`src/rtl/spi_port_pkg.sv`:
```
package spi_port_pkg;

    localparam int BYTE_W    = 8;
    localparam int ADDR_W    = 5;
    localparam int NUM_CH    = 8;
    localparam int CH_W      = $clog2(NUM_CH);
    localparam int DATA_SPAN = 2 * NUM_CH;
    localparam int CNT_W     = $clog2(BYTE_W);

    typedef enum logic {
        PH_CMD  = 1'b0,
        PH_DATA = 1'b1
    } phase_e;

    typedef struct packed {
        logic              is_wr;
        logic [ADDR_W-1:0] addr;
    } cmd_t;

    function automatic cmd_t decode_cmd(input logic [BYTE_W-1:0] b);
        cmd_t c;
        c.is_wr = b[BYTE_W-1];
        c.addr  = b[ADDR_W-1:0];
        return c;
    endfunction

    function automatic logic in_result_array(input logic [ADDR_W-1:0] a);
        return a < ADDR_W'(DATA_SPAN);
    endfunction

    // Address that follows a burst read byte: step within a pair, then hop to
    // the next enabled channel (cyclic); stay on the same channel if none.
    function automatic logic [ADDR_W-1:0] next_addr(input logic [ADDR_W-1:0] a,
                                                     input logic [NUM_CH-1:0] en);
        logic [CH_W-1:0]   ch;
        logic [CH_W-1:0]   cand;
        logic              found;
        logic [ADDR_W-1:0] res;
        res = a + 1'b1;
        if (in_result_array(a) && a[0]) begin
            ch    = a[CH_W:1];
            found = 1'b0;
            res   = ADDR_W'({ch, 1'b0});
            for (int k = 1; k <= NUM_CH; k++) begin
                cand = ch + CH_W'(k);
                if (!found && en[cand]) begin
                    found = 1'b1;
                    res   = ADDR_W'({cand, 1'b0});
                end
            end
        end
        return res;
    endfunction

endpackage

```
`src/rtl/spi_in_sync.sv`:
```
module spi_in_sync #(
    parameter int STAGES = 2
) (
    input  logic clk,
    input  logic rst,
    input  logic sck_raw,
    input  logic ce_raw,
    input  logic mosi_raw,
    output logic ce_act,
    output logic mosi_s,
    output logic sck_rise,
    output logic sck_fall
);
    logic [STAGES-1:0] sck_p;
    logic [STAGES-1:0] ce_p;
    logic [STAGES-1:0] mosi_p;
    logic              sck_q;

    generate
        if (STAGES == 1) begin : g_one
            always_ff @(posedge clk) begin
                if (rst) begin
                    sck_p  <= '0;
                    ce_p   <= '0;
                    mosi_p <= '0;
                end else begin
                    sck_p  <= sck_raw;
                    ce_p   <= ce_raw;
                    mosi_p <= mosi_raw;
                end
            end
        end else begin : g_many
            always_ff @(posedge clk) begin
                if (rst) begin
                    sck_p  <= '0;
                    ce_p   <= '0;
                    mosi_p <= '0;
                end else begin
                    sck_p  <= {sck_p[STAGES-2:0], sck_raw};
                    ce_p   <= {ce_p[STAGES-2:0], ce_raw};
                    mosi_p <= {mosi_p[STAGES-2:0], mosi_raw};
                end
            end
        end
    endgenerate

    always_ff @(posedge clk) begin
        if (rst) sck_q <= 1'b0;
        else     sck_q <= sck_p[STAGES-1];
    end

    assign ce_act   = ce_p[STAGES-1];
    assign mosi_s   = mosi_p[STAGES-1];
    assign sck_rise = sck_p[STAGES-1] & ~sck_q;
    assign sck_fall = ~sck_p[STAGES-1] & sck_q;
endmodule

```
`src/rtl/spi_shift.sv`:
```
module spi_shift
    import spi_port_pkg::*;
(
    input  logic              clk,
    input  logic              rst,
    input  logic              ce_act,
    input  logic              sck_rise,
    input  logic              sck_fall,
    input  logic              mosi_s,
    input  logic              load_tx,
    input  logic [BYTE_W-1:0] tx_val,
    output logic              byte_done,
    output logic [BYTE_W-1:0] rx_byte,
    output logic              miso_bit
);
    logic [CNT_W-1:0]  bit_cnt;
    logic [BYTE_W-1:0] rx_sr;
    logic [BYTE_W-1:0] tx_sr;

    always_ff @(posedge clk) begin
        if (rst || !ce_act) begin
            bit_cnt   <= '0;
            rx_sr     <= '0;
            tx_sr     <= '0;
            miso_bit  <= 1'b0;
            byte_done <= 1'b0;
        end else begin
            byte_done <= 1'b0;
            if (sck_fall) begin
                rx_sr   <= {rx_sr[BYTE_W-2:0], mosi_s};
                bit_cnt <= bit_cnt + 1'b1;
                if (bit_cnt == CNT_W'(BYTE_W - 1)) byte_done <= 1'b1;
            end
            if (sck_rise) begin
                miso_bit <= tx_sr[BYTE_W-1];
                tx_sr    <= {tx_sr[BYTE_W-2:0], 1'b0};
            end
            if (load_tx) tx_sr <= tx_val;
        end
    end

    assign rx_byte = rx_sr;
endmodule

```
`src/rtl/spi_txn_ctrl.sv`:
```
module spi_txn_ctrl
    import spi_port_pkg::*;
(
    input  logic              clk,
    input  logic              rst,
    input  logic              ce_act,
    input  logic              byte_done,
    input  logic [BYTE_W-1:0] rx_byte,
    input  logic [NUM_CH-1:0] chan_en,
    input  logic [BYTE_W-1:0] rd_data,
    output logic              wr_stb,
    output logic [ADDR_W-1:0] wr_addr,
    output logic [BYTE_W-1:0] wr_data,
    output logic              rd_stb,
    output logic [ADDR_W-1:0] rd_addr,
    output logic              ptr_load,
    output logic [CH_W-1:0]   ptr_chan,
    output logic              load_tx,
    output logic [BYTE_W-1:0] tx_val
);
    phase_e            phase;
    cmd_t              cur;
    cmd_t              cmd;
    logic [ADDR_W-1:0] nxt;

    assign cmd = decode_cmd(rx_byte);
    assign nxt = next_addr(cur.addr, chan_en);

    always_ff @(posedge clk) begin
        if (rst || !ce_act) begin
            phase    <= PH_CMD;
            cur      <= '0;
            wr_stb   <= 1'b0;
            wr_addr  <= '0;
            wr_data  <= '0;
            rd_stb   <= 1'b0;
            rd_addr  <= '0;
            ptr_load <= 1'b0;
            ptr_chan <= '0;
        end else begin
            wr_stb   <= 1'b0;
            rd_stb   <= 1'b0;
            ptr_load <= 1'b0;
            if (byte_done) begin
                unique case (phase)
                    PH_CMD: begin
                        cur   <= cmd;
                        phase <= PH_DATA;
                        if (in_result_array(cmd.addr)) begin
                            ptr_load <= 1'b1;
                            ptr_chan <= cmd.addr[CH_W:1];
                        end
                        if (!cmd.is_wr) begin
                            rd_stb  <= 1'b1;
                            rd_addr <= cmd.addr;
                        end
                    end
                    PH_DATA: begin
                        if (cur.is_wr) begin
                            wr_stb  <= 1'b1;
                            wr_addr <= cur.addr;
                            wr_data <= rx_byte;
                        end else begin
                            cur.addr <= nxt;
                            rd_stb   <= 1'b1;
                            rd_addr  <= nxt;
                            if (in_result_array(cur.addr) && cur.addr[0]) begin
                                ptr_load <= 1'b1;
                                ptr_chan <= nxt[CH_W:1];
                            end
                        end
                    end
                    default: phase <= PH_CMD;
                endcase
            end
        end
    end

    // Register file answers in the cycle of the request; capture it then.
    assign load_tx = rd_stb;
    assign tx_val  = rd_data;
endmodule

```
`src/rtl/spi_reg_port.sv`:
```
module spi_reg_port
    import spi_port_pkg::*;
#(
    parameter int SYNC_STAGES = 2
) (
    input  logic              clk,
    input  logic              rst,
    input  logic              spi_ce,
    input  logic              spi_sck,
    input  logic              spi_mosi,
    output logic              spi_miso,
    output logic              spi_miso_oe,
    input  logic [NUM_CH-1:0] chan_en,
    output logic              wr_stb,
    output logic [ADDR_W-1:0] wr_addr,
    output logic [BYTE_W-1:0] wr_data,
    output logic              rd_stb,
    output logic [ADDR_W-1:0] rd_addr,
    input  logic [BYTE_W-1:0] rd_data,
    output logic              ptr_load,
    output logic [CH_W-1:0]   ptr_chan
);
    logic              ce_act;
    logic              mosi_s;
    logic              sck_rise;
    logic              sck_fall;
    logic              byte_done;
    logic [BYTE_W-1:0] rx_byte;
    logic              load_tx;
    logic [BYTE_W-1:0] tx_val;

    spi_in_sync #(.STAGES(SYNC_STAGES)) u_sync (
        .clk      (clk),
        .rst      (rst),
        .sck_raw  (spi_sck),
        .ce_raw   (spi_ce),
        .mosi_raw (spi_mosi),
        .ce_act   (ce_act),
        .mosi_s   (mosi_s),
        .sck_rise (sck_rise),
        .sck_fall (sck_fall)
    );

    spi_shift u_shift (
        .clk       (clk),
        .rst       (rst),
        .ce_act    (ce_act),
        .sck_rise  (sck_rise),
        .sck_fall  (sck_fall),
        .mosi_s    (mosi_s),
        .load_tx   (load_tx),
        .tx_val    (tx_val),
        .byte_done (byte_done),
        .rx_byte   (rx_byte),
        .miso_bit  (spi_miso)
    );

    spi_txn_ctrl u_ctrl (
        .clk       (clk),
        .rst       (rst),
        .ce_act    (ce_act),
        .byte_done (byte_done),
        .rx_byte   (rx_byte),
        .chan_en   (chan_en),
        .rd_data   (rd_data),
        .wr_stb    (wr_stb),
        .wr_addr   (wr_addr),
        .wr_data   (wr_data),
        .rd_stb    (rd_stb),
        .rd_addr   (rd_addr),
        .ptr_load  (ptr_load),
        .ptr_chan  (ptr_chan),
        .load_tx   (load_tx),
        .tx_val    (tx_val)
    );

    assign spi_miso_oe = ce_act;
endmodule

```
`config.mk`:
```
export PLATFORM = sky130hd
export DESIGN_NAME = spi_reg_port
export DESIGN_NICKNAME = d
export VERILOG_FILES = /design/src/rtl/spi_port_pkg.sv /design/src/rtl/spi_in_sync.sv /design/src/rtl/spi_shift.sv /design/src/rtl/spi_txn_ctrl.sv /design/src/rtl/spi_reg_port.sv
export SDC_FILE = /design/constraint.sdc
export NUM_CORES = 1
export LEC_CHECK = 0
export ABC_AREA = 1
export BUFFER_PORTS_ARGS = -buffer_cell sky130_fd_sc_hd__buf_2
export CORE_ASPECT_RATIO = 0.6
export CORE_MARGIN = 10
export CORE_UTILIZATION = 51
export CTS_CLUSTER_DIAMETER = 50
export CTS_CLUSTER_SIZE = 12
export DETAILED_ROUTE_END_ITERATION = 12
export PLACE_DENSITY_LB_ADDON = 0.08
export SETUP_SLACK_MARGIN = 0.02
export SKIP_LAST_GASP = 1
export SLEW_MARGIN = 20
export SYNTH_ARGS = -nofsm -noshare
export SYNTH_HDL_FRONTEND = slang
export SYNTH_SLANG_ARGS = --single-unit
```
`constraint.sdc`:
```
create_clock -name clk -period 2.5 [get_ports clk]
set_clock_uncertainty 0.15 [all_clocks]
set_input_delay 0.25 -clock clk [delete_from_list [all_inputs] [get_ports clk]]
set_output_delay 0.25 -clock clk [all_outputs]
set_load 0.02 [all_outputs]
```
==> results.toml, run 1 <==
[sta]
fin_crit_sh_pct = 93.88
slew_violations = 0
tightest_slew_ps = 479.9
slew_headroom_pct = 67.73
finalSetupViolCount = 0
max_freq_mhz = 426.1
hold_violations = 0
fin_crit_ps = 2347
holdWs_ps = 13.68

[worst_setup_path]
r2r_slack_ps = 150
worst-path-buf-inv = 3
cp.arrival_ps = 2400
crit_family = "simple AND/OR/NAND/NOR gates"
cpMaxStageDelayCell = "dfxtp_2"
cp_cell_sequence = "inv_2 -> ha_4 -> inv_6 -> nand3_4 -> nand3_4 -> nand2_4 -> nor2_8 -> nand3_4 -> nor2_4 -> nand3_4 -> clkinv_1 -> nand2_1 -> nand3_1 -> nand2_1 -> nand2_2 -> a21oi_1"
cp_max_fo = 6
critPathRequiredTime_ps = 2560
rr_startpoint = "u_ctrl.cur[1]"
crit_path_end_kind = "flop"
critPathLaunch = "u_ctrl.cur[1]"
startpoint_type = "flop"
rr_endpoint = "u_ctrl.rd_addr[3]"
path_common_cell = "nand3_4"
critPathKind = "reg2reg"
slowest_delay_ps = 350
cp_num_cells = 16
reg2regPathDepth = 16

[cts]
cts_tree = "yes"
cts_sinks = 59
cts.path.max_buffers = 2
cts_buffers = 9
clock_latency_ps = 330
cts-root-buf = "clkbuf_8"
path_clk_slew_ps = 70
ctsHtreeMaxLevel = 3

[yosys]
ys_warn_count = 0
seq_area_frac_synth_pct = 39.04
syn-cell-area_sq_um = 3025
ys_types = 33
syn_area_per_cell_sq_um = 6.876
synthesis.nets = 467
syn_inst = 440
synth-seq-cells = 59

[drt]
ant_nets = 0
drc = 0
drt-total-wl_um = 8472
wl_per_cell_um = 14.43
dr.pass1.iters = 5
avgViaCountPerCell = 5.239
vias = 3075
drt_iter0_drc = 286

[finish]
multi_input_area_sq_um = 1739
final_util_pct = 68.17
fin_nets = 529
antenna_cells = 0
finalNonFillerCells = 587
areaGrowthSynthToFinish_pct = 27.30
fill_cells = 489
seqCellArea_sq_um = 1185
drive_gt1_share_pct = 26.43

[pwr]
clkPwrFrac_pct = 47.7
p_int_mw = 1.607
seq_power_share_pct = 46.3
switchingPower_mw = 0.4395
leakagePower_nw = 1.711
comb_power_share_pct = 6.0
swShare_pct = 21.48
ir_drop_v = 0.0004505
power_density_nw_per_um2 = 531.3

[floorplan]
io_pins = 47
die_w_um = 119.4
die_h_um = 79.66
core_sq_um = 5649
rows = 21
initial_core_util_pct = 53.55
die-area_sq_um = 9514

[global_route]
antenna_found_initial = 0
track_usage_pct = 17.02
grt_start_max_net_pins = 24
grt-ovfl-total = 0
grt_pass1_vias = 2730
grt_pass1_wl_um = 13230

[hold_path]
min_from = "rd_data[0]"
hold-path-cell-count = 3
min_path_type = "in2reg"
whs_endpoint = "u_shift.tx_sr[0]"

[placed_design]
dp_hpwl_um = 6176
post-place-cells = 561
port-buffer-count = 46
place.gp.congestion = 1.044

[run]
drv_cap = 0

[run_status]
status = "finished clean"
==> worst max path at each step <==
stage,endpoint
finish,u_ctrl.rd_addr[3]
global route,u_ctrl.rd_addr[3]
CTS,u_ctrl.ptr_chan[2]
detailed placement,u_ctrl.rd_addr[3]
global placement,u_ctrl.cur[1]
floorplan,u_ctrl.rd_addr[3]
==> layer usage <==
| layer | share of wire [%] | global-route usage (%) | routed length [um] | up-vias |
|---|---|---|---|---|
| met3 | 11 | 7.345 | 893 | 10 |
| met1 | 51 | 24.90 | 4279 | 1367 |
| met2 | 38 | 21.62 | 3235 | 141 |
| met4 | 0.76 | 4.317 | 64 | 0 |
| met5 | 0 | 0 | 0 | - |
| li1 | - | - | - | 1557 |
==> cells by family after synthesis <==
kind of cell	count (synthesis)	share of synthesized area (%)
and+or+nand+nor	239	36.68
buffers and inverters	64	8.519
adders and majority gates	6	2.481
DFF	59	39.04
AOI/OAI and AO/OA	69	12.16
xor gates and xnor gates	3	1.117
==> synthesized netlist by cell type <==
library cell  number  area [sq um]
nand2_1          107         401.6
nor2_4             1         11.26
nor2_8             1         20.02
o21bai_1           1         7.510
nor2_2             1         6.260
clkbuf_1          13         48.80
nand3_1           45         225.2
nor2_1            54         202.7
dfxtp_1           59          1181
nand3b_1           1         7.510
or2_2              2         12.51
o21ai_0           28         140.1
ha_1               6         75.07
inv_2              2         7.510
buf_1              1         3.750
nand3_2           12         120.1
clkinv_1           1         3.750
buf_6              1         11.26
a21oi_2            1         8.760
xor2_1             1         8.760
xnor2_2            1         16.27
a2111oi_0          1         8.760
a31oi_1            8         50.05
buf_4              2         15.01
o31ai_1            1         7.510
nand2_4            2         22.52
nor3_1             1         5.000
nand4_1            5         31.28
a21oi_1           29         145.1
nand2_2            7         43.79
xnor2_1            1         8.760
inv_1             42         157.7
buf_2              2         10.01
==> timing repair <==
item                                    in CTS  in global routing
endpoints found under the setup margin       9                  9
resized for setup                            3                 35
hold endpoints to repair                     3                  0
buffers inserted                             0                  7
pin swaps                                    0                  6
hold buffers                                 3                  0
==> worst register-to-register path: stages (launching register included) <==
cell and delay [ps]:
dfxtp_2 350, inv_2 50, ha_4 280, inv_6 100, nand3_4 90, nand3_4 110
nand2_4 90, nor2_8 170, nand3_4 90, nor2_4 160, nand3_4 100, clkinv_1 90
nand2_1 50, nand3_1 80, nand2_1 60, nand2_2 120, a21oi_1 80
==> flip-flops by register name (all words and copies together), names as in the netlist <==
name               flops
u_ctrl.wr_addr         5
u_ctrl.cur             6
u_sync.sck_p           2
u_sync.mosi_p          2
u_ctrl.load_tx         1
u_shift.bit_cnt        3
u_ctrl.ptr_load        1
u_shift.byte_done      1
u_shift.miso_bit       1
u_sync.ce_p            2
u_ctrl.wr_stb          1
u_ctrl.ptr_chan        3
u_shift.tx_sr          8
u_sync.sck_q           1
u_shift.rx_byte        8
u_ctrl.rd_addr         5
u_ctrl.wr_data         8
u_ctrl.phase           1
==> power groups by stage <==
stage	sequential (mW)	combinational [mW]	clock [mW]
global placement	0.969	0.103	0
global route	0.947	0.135	1.04
finish	0.948	0.122	0.976
detailed placement	0.969	0.103	0
CTS	0.947	0.107	0.995
floorplan	0.969	0.0657	0
==> cell usage in the layout, fill, tap and decap left out, types with 8 or more instances in the layout <==
cell type and count:
nand3_4 8, a31oi_1 8, clkbuf_8 11, nand2_2 13
a21oi_1 25, buf_2 46, nand2_1 100, nand3_1 42
inv_1 41, buf_4 19, o21ai_0 27, nor2_1 53
dfxtp_1 56
==> area by class of cell <==
type | instances | area share (%)
Multi-Input combinational cell | 317 | 45.16
Tap cell | 80 | 2.599
Inverter | 45 | 4.516
Clock buffer | 12 | 4.029
Clock inverter | 4 | 1.884
Timing Repair Buffer | 70 | 11.05
Sequential cell | 59 | 30.77
==> metrics by stage <==
step	cell area, sq um	power [mW]	TNS [ps]	worst slack, ps
2_1_floorplan	3025	1.035	0	21.52
3_3_place_gp	3372	1.072	0	22.76
3_5_place_dp	3372	1.071	-37.87	-13.42
4_1_cts	3636	2.049	0	38.64
5_1_grt	3851	2.123	-1.182	-1.061
6_report	3851	2.046	0	152.9
No activity file was read; power rests on OpenSTA's default activity.
==> run 2: changes to the inputs <==
CORE_UTILIZATION = 60   (was 51)
clock period = 3 ns   (was 2.5 ns; I/O delays follow)
==> run 2 against run 1 <==
Compared with the run above:
- register-to-register slack improved by 140 ps
- hold slack gained 13 ps
- die area fell by 12%
- via count shrank 3.6%
- final cell count fell by 6.0%
- power down 19%
- critical path type unchanged
==> results.toml, run 2 (synthesis results as in run 1) <==
[run_status]
status = "finished clean"

[worst_setup_path]
rr_endpoint = "u_ctrl.ptr_chan[1]"
r2r_slack_ps = 290
cp_cell_sequence = "inv_2 -> ha_1 -> inv_1 -> nand3_1 -> nand2_1 -> nand2_1 -> nand2_2 -> nand3_1 -> nor2_1 -> nand4_1 -> nand2_1 -> inv_1 -> nand2_1 -> nand3_1 -> nand2_1 -> nand2_1 -> a21oi_1"
worst-path-buf-inv = 3
cpMaxStageDelayCell = "ha_1"
reg2regPathDepth = 17
rr_startpoint = "u_ctrl.cur[2]"
crit_path_end_kind = "flop"
cp.arrival_ps = 2810
critPathRequiredTime_ps = 3100
cp_num_cells = 17
crit_family = "simple AND/OR/NAND/NOR gates"
cp-endpoint = "u_ctrl.ptr_chan[1]"
cp_max_fo = 8
critPathLaunch = "u_ctrl.cur[2]"
critPathKind = "reg2reg"
startpoint_type = "flop"
slowest_delay_ps = 430
path_common_cell = "nand2_1"

[finish]
final_common_cell = "nand2_1"
areaGrowthSynthToFinish_pct = 16.13
drive_gt1_share_pct = 20.04
seqCellArea_sq_um = 1181
multi_input_area_sq_um = 1587
antenna_cells = 0
fill_cells = 388
layout_common_cells = "nand2_1, dfxtp_1, nor2_1"
fin_nets = 512

[run]
drv_cap = 0

[drt]
avgViaCountPerCell = 5.371
drt-total-wl_um = 7992
vias = 2965
drt_iter0_drc = 345
ant_nets = 0
dr.pass1.iters = 5
drc = 0
wl_per_cell_um = 14.48

[cts]
holdBufCountCts = 0
path_clk_slew_ps = 60
ctsHtreeMaxLevel = 3
cts.path.max_buffers = 2
postCtsSetupBuffers = 0
cts_buffers = 9
cts-resized-gates = 0
cts-root-buf = "clkbuf_8"
cts_tree = "yes"
clock_latency_ps = 320
cts_sinks = 59

[hold_path]
hold-path-cell-count = 3
min_path_type = "in2reg"

[floorplan]
die-area_sq_um = 8376
io_pins = 47
initial_core_util_pct = 63.95
core_sq_um = 4731
rows = 19
die_w_um = 111.7
die_h_um = 75.01

[placed_design]
dp_hpwl_um = 6137
pre_cts_slack_ps = 398.1
port-buffer-count = 46
place.gp.congestion = 1.064

[sta]
finalSetupViolCount = 0
rsz0062_at_grt = "no"
fin_crit_ps = 2705
slew_headroom_pct = 56.12
setup_slack_ps = 294.7
max_freq_mhz = 369.6
fin_crit_sh_pct = 90.18
hold_violations = 0
slew_violations = 0
tightest_slew_ps = 655.8
finalSetupTns_ps = 0

[pwr]
leakagePower_nw = 1.616
power_density_nw_per_um2 = 470.2
ir_drop_v = 0.0005537

[global_route]
grt_pass1_wl_um = 13030
antenna_found_initial = 0
grt_start_max_net_pins = 30
track_usage_pct = 18.88
grt-ovfl-total = 0
grt_pass1_vias = 2621
## run 2: cell type report
type	count	area share [%]
sequential	59	33.62
timing repair buffer	53	8.048
clock inverter	5	2.208
inverter	45	4.808
clock buffer	10	3.917
tap	63	2.244
multi-input combinational	317	45.16
## run 2: worst min path at each step
stage / from / to / slack (ps)
global route: spi_sck / u_sync.sck_p[0] / 30
finish: spi_ce / u_sync.ce_p[0] / 30
detailed placement: u_sync.sck_p[0] / u_sync.sck_p[1] / 240
global placement: u_sync.ce_p[0] / u_sync.ce_p[1] / 240
CTS: spi_ce / u_sync.ce_p[0] / 20
floorplan: u_sync.ce_p[0] / u_sync.ce_p[1] / 240
## run 2: worst min-delay path: stages
cell and delay, ps:
buf_2 70, inv_1 30, nor2_1 60
## run 2: power breakdown
group          internal (mW)  switching [mW]
logic                 0.0299          0.0574
registers              0.788         0.00187
clock network          0.482           0.292
total                   1.30           0.352
## run 2: stage by stage
| step | total power, mW | cell area (sq um) | util [%] | cells | hold WS [ps] |
|---|---|---|---|---|---|
| after global placement | 0.8930 | 3298 | 69.72 | 537 | 241.0 |
| after detailed placement | 0.8919 | 3298 | 69.72 | 537 | 244.7 |
| after CTS | 1.659 | 3513 | 74.27 | 552 | 23.45 |
| after floorplan | 0.8623 | 3025 | - | 440 | 238.3 |
| after global routing | 1.702 | 3513 | 74.27 | 552 | 32.72 |
| final | 1.652 | 3513 | 74.27 | 552 | 27.08 |
## run 2: layer usage
layer	part of all wire, %	GRT usage (%)
met5	0	0
met4	0.43	3.404
met3	11	6.667
met2	34	23.29
met1	54	29.48
==> run 3: changes to the inputs <==
SYNTH_HIERARCHICAL = 1   (was default)
==> run 3 against run 2 <==
Compared with the run above:
- combinational power is 4.9% lower
- via count is 4.9% higher
- fmax is essentially flat
- first-iteration DRC count decreased by 12%
- power rose by 2.8%
- die area up 3.0%
- final area grew 1.4%
- register-to-register slack hardly changed
- critical endpoint is now u_ctrl/rd_addr[2]
==> results.toml, run 3 <==
[drt]
ant_nets = 0
wl_per_cell_um = 14.15
dr.pass1.iters = 6
drt-total-wl_um = 8024
drc = 0
avgViaCountPerCell = 5.487
vias = 3111
drt_iter0_drc = 302

[worst_setup_path]
cp.arrival_ps = 2830
cpMaxStageDelayCell = "ha_2"
rr_endpoint = "u_ctrl/rd_addr[2]"
rr_startpoint = "u_ctrl/cur[1]"
crit_path_end_kind = "flop"
cp-endpoint = "u_ctrl/rd_addr[2]"
reg2regPathDepth = 17
cp_cell_sequence = "inv_2 -> ha_2 -> inv_1 -> nand3_1 -> nand2_1 -> nand2_1 -> nand2_1 -> inv_1 -> nand4_1 -> nor2_1 -> nor2_1 -> nand2_1 -> nand2_1 -> nand3_1 -> nand2_1 -> nand2_1 -> a21oi_1"
crit_family = "simple AND/OR/NAND/NOR gates"
worst-path-buf-inv = 3
cp_num_cells = 17
startpoint_type = "flop"
critPathLaunch = "u_ctrl/cur[1]"
r2r_slack_ps = 290
critPathKind = "reg2reg"
slowest_delay_ps = 390
critPathRequiredTime_ps = 3130
path_common_cell = "nand2_1"
cp_max_fo = 12

[global_route]
antenna_found_initial = 0
grt-ovfl-total = 0
grt_pass1_wl_um = 13370
grt_start_max_net_pins = 21
track_usage_pct = 18.40
grt_pass1_vias = 2732

[sta]
fin_crit_ps = 2706
rsz0062_at_grt = "no"
slew_headroom_pct = 48.90
fin_crit_sh_pct = 90.19
finalSetupTns_ps = 0
finalSetupViolCount = 0
tightest_slew_ps = 763.7
holdWs_ps = 7.006
hold_violations = 0
setup_slack_ps = 294.4
slew_violations = 0
max_freq_mhz = 369.6

[placed_design]
pre_cts_slack_ps = 323.4
port-buffer-count = 46
dp_hpwl_um = 6025
place.gp.congestion = 0.9301
post-place-cells = 550

[finish]
fill_cells = 435
drive_gt1_share_pct = 20.76
antenna_cells = 0
fin_nets = 523
final_common_cell = "nand2_1"
areaGrowthSynthToFinish_pct = 13.30
finalNonFillerCells = 567
layout_common_cells = "nand2_1, dfxtp_1, nand3_1"

[floorplan]
io_pins = 47
die_h_um = 76.06
die-area_sq_um = 8628
rows = 20
initial_core_util_pct = 62.18
die_w_um = 113.4
core_sq_um = 5055

[run]
drv_cap = 0

[yosys]
synth_most_common_cell = "nand2_1"
syn_area_per_cell_sq_um = 6.862
synth-seq-cells = 59
synth-edff-count = 0
ys_warn_count = 6
synth_commonest_cells = "nand2_1, dfxtp_1, nand3_1"
yosysTopAreaCell = "dfxtp_1"
seq_area_frac_synth_pct = 37.58
syn_inst = 458
synth_area_leaders = "dfxtp_1, nand2_1, nand3_1"
synthesis.nets = 485
syn-cell-area_sq_um = 3143
synth_ff_type = "dfxtp_1"
ys_types = 33
ys_async_sr_fraction_pct = 0
synth_top_cell_area_share_pct = 37.58

[cts]
cts_tree = "yes"
path_clk_slew_ps = 70
cts_sinks = 59
cts-root-buf = "clkbuf_8"
postCtsSetupBuffers = 0
cts.path.max_buffers = 2
clock_latency_ps = 340
cts_buffers = 9
ctsHtreeMaxLevel = 3

[run_status]
status = "finished clean"

[pwr]
power_density_nw_per_um2 = 477.1
power.total_mw = 1.699
ir_drop_v = 0.0002833
leakagePower_nw = 1.625

[hold_path]
min_path_type = "in2reg"
## run 3: cells by family (layout without fill, tap and decap cells)
| group | Yosys count | count (layout) | share of synthesized area (%) |
|---|---|---|---|
| buffers and inverters | 75 | 118 | 11.66 |
| DFF | 59 | 59 | 37.58 |
| and+or+nand+nor | 251 | 251 | 35.47 |
| xor gates and xnor gates | 3 | 3 | 0.8361 |
| adders and majority gates | 6 | 6 | 2.388 |
| AOI/OAI and AO/OA | 64 | 64 | 12.06 |
## run 3: area by class of cell
type / instances / area, sq um / area share (%)
Multi-Input combinational cell: 324 / 1598 / 44.87
Sequential cell: 59 / 1181 / 33.17
Timing Repair Buffer: 53 / 285.3 / 8.011
Inverter: 49 / 186.4 / 5.235
Clock buffer: 12 / 155.1 / 4.357
Tap cell: 66 / 82.58 / 2.319
Clock inverter: 4 / 72.57 / 2.038
## run 3: power by group
part | switching (mW) | internal, mW | total, mW
logic | 0.0540 | 0.0289 | 0.0830
clock network | 0.316 | 0.512 | 0.827
registers | 0.00134 | 0.787 | 0.789
total | 0.371 | 1.33 | 1.70
## run 3: repair_timing
item,4_1_cts,5_1_grt
endpoints found under the hold margin,1,0
endpoints found under the setup margin,0,5
gates resized for setup,0,1
hold buffers,1,0
## run 3: per-layer routing
layer  track usage (%)  up-vias  part of all wire, %
met2             22.82      153                   38
li1                  -     1537                    -
met3             6.918       16                   12
met4             4.924        0                  1.2
met1             27.81     1405                   49
met5                 0        -                    0
## run 3: worst min path at each step
stage / startpoint / end / slack [ps] / cells past startpoint
2_1_floorplan: rst / u_sync/ce_p[0] / 220 / 1
3_3_place_gp: u_sync/mosi_p[0] / u_sync/mosi_p[1] / 240 / 2
3_5_place_dp: u_sync/mosi_p[0] / u_sync/mosi_p[1] / 250 / 2
4_1_cts: spi_sck / u_sync/sck_p[0] / 2 / 3
5_1_grt: spi_sck / u_sync/sck_p[0] / 20 / 3
6_report: spi_sck / u_sync/sck_p[0] / 7 / 3
## run 3: per-stage QoR
| step | utilization [%] | cell area, sq um |
|---|---|---|
| 2_1_floorplan | - | 3143 |
| 3_3_place_gp | 65.69 | 3321 |
| 3_5_place_dp | 65.69 | 3321 |
| 4_1_cts | 70.40 | 3558 |
| 5_1_grt | 70.45 | 3561 |
| 6_report | 70.45 | 3561 |
## run 3: tightest hold or removal path, delay by kind of cell
kind	cells	cell delay (ps)
buffers and inverters	2	100
AND/OR/NAND/NOR	1	60
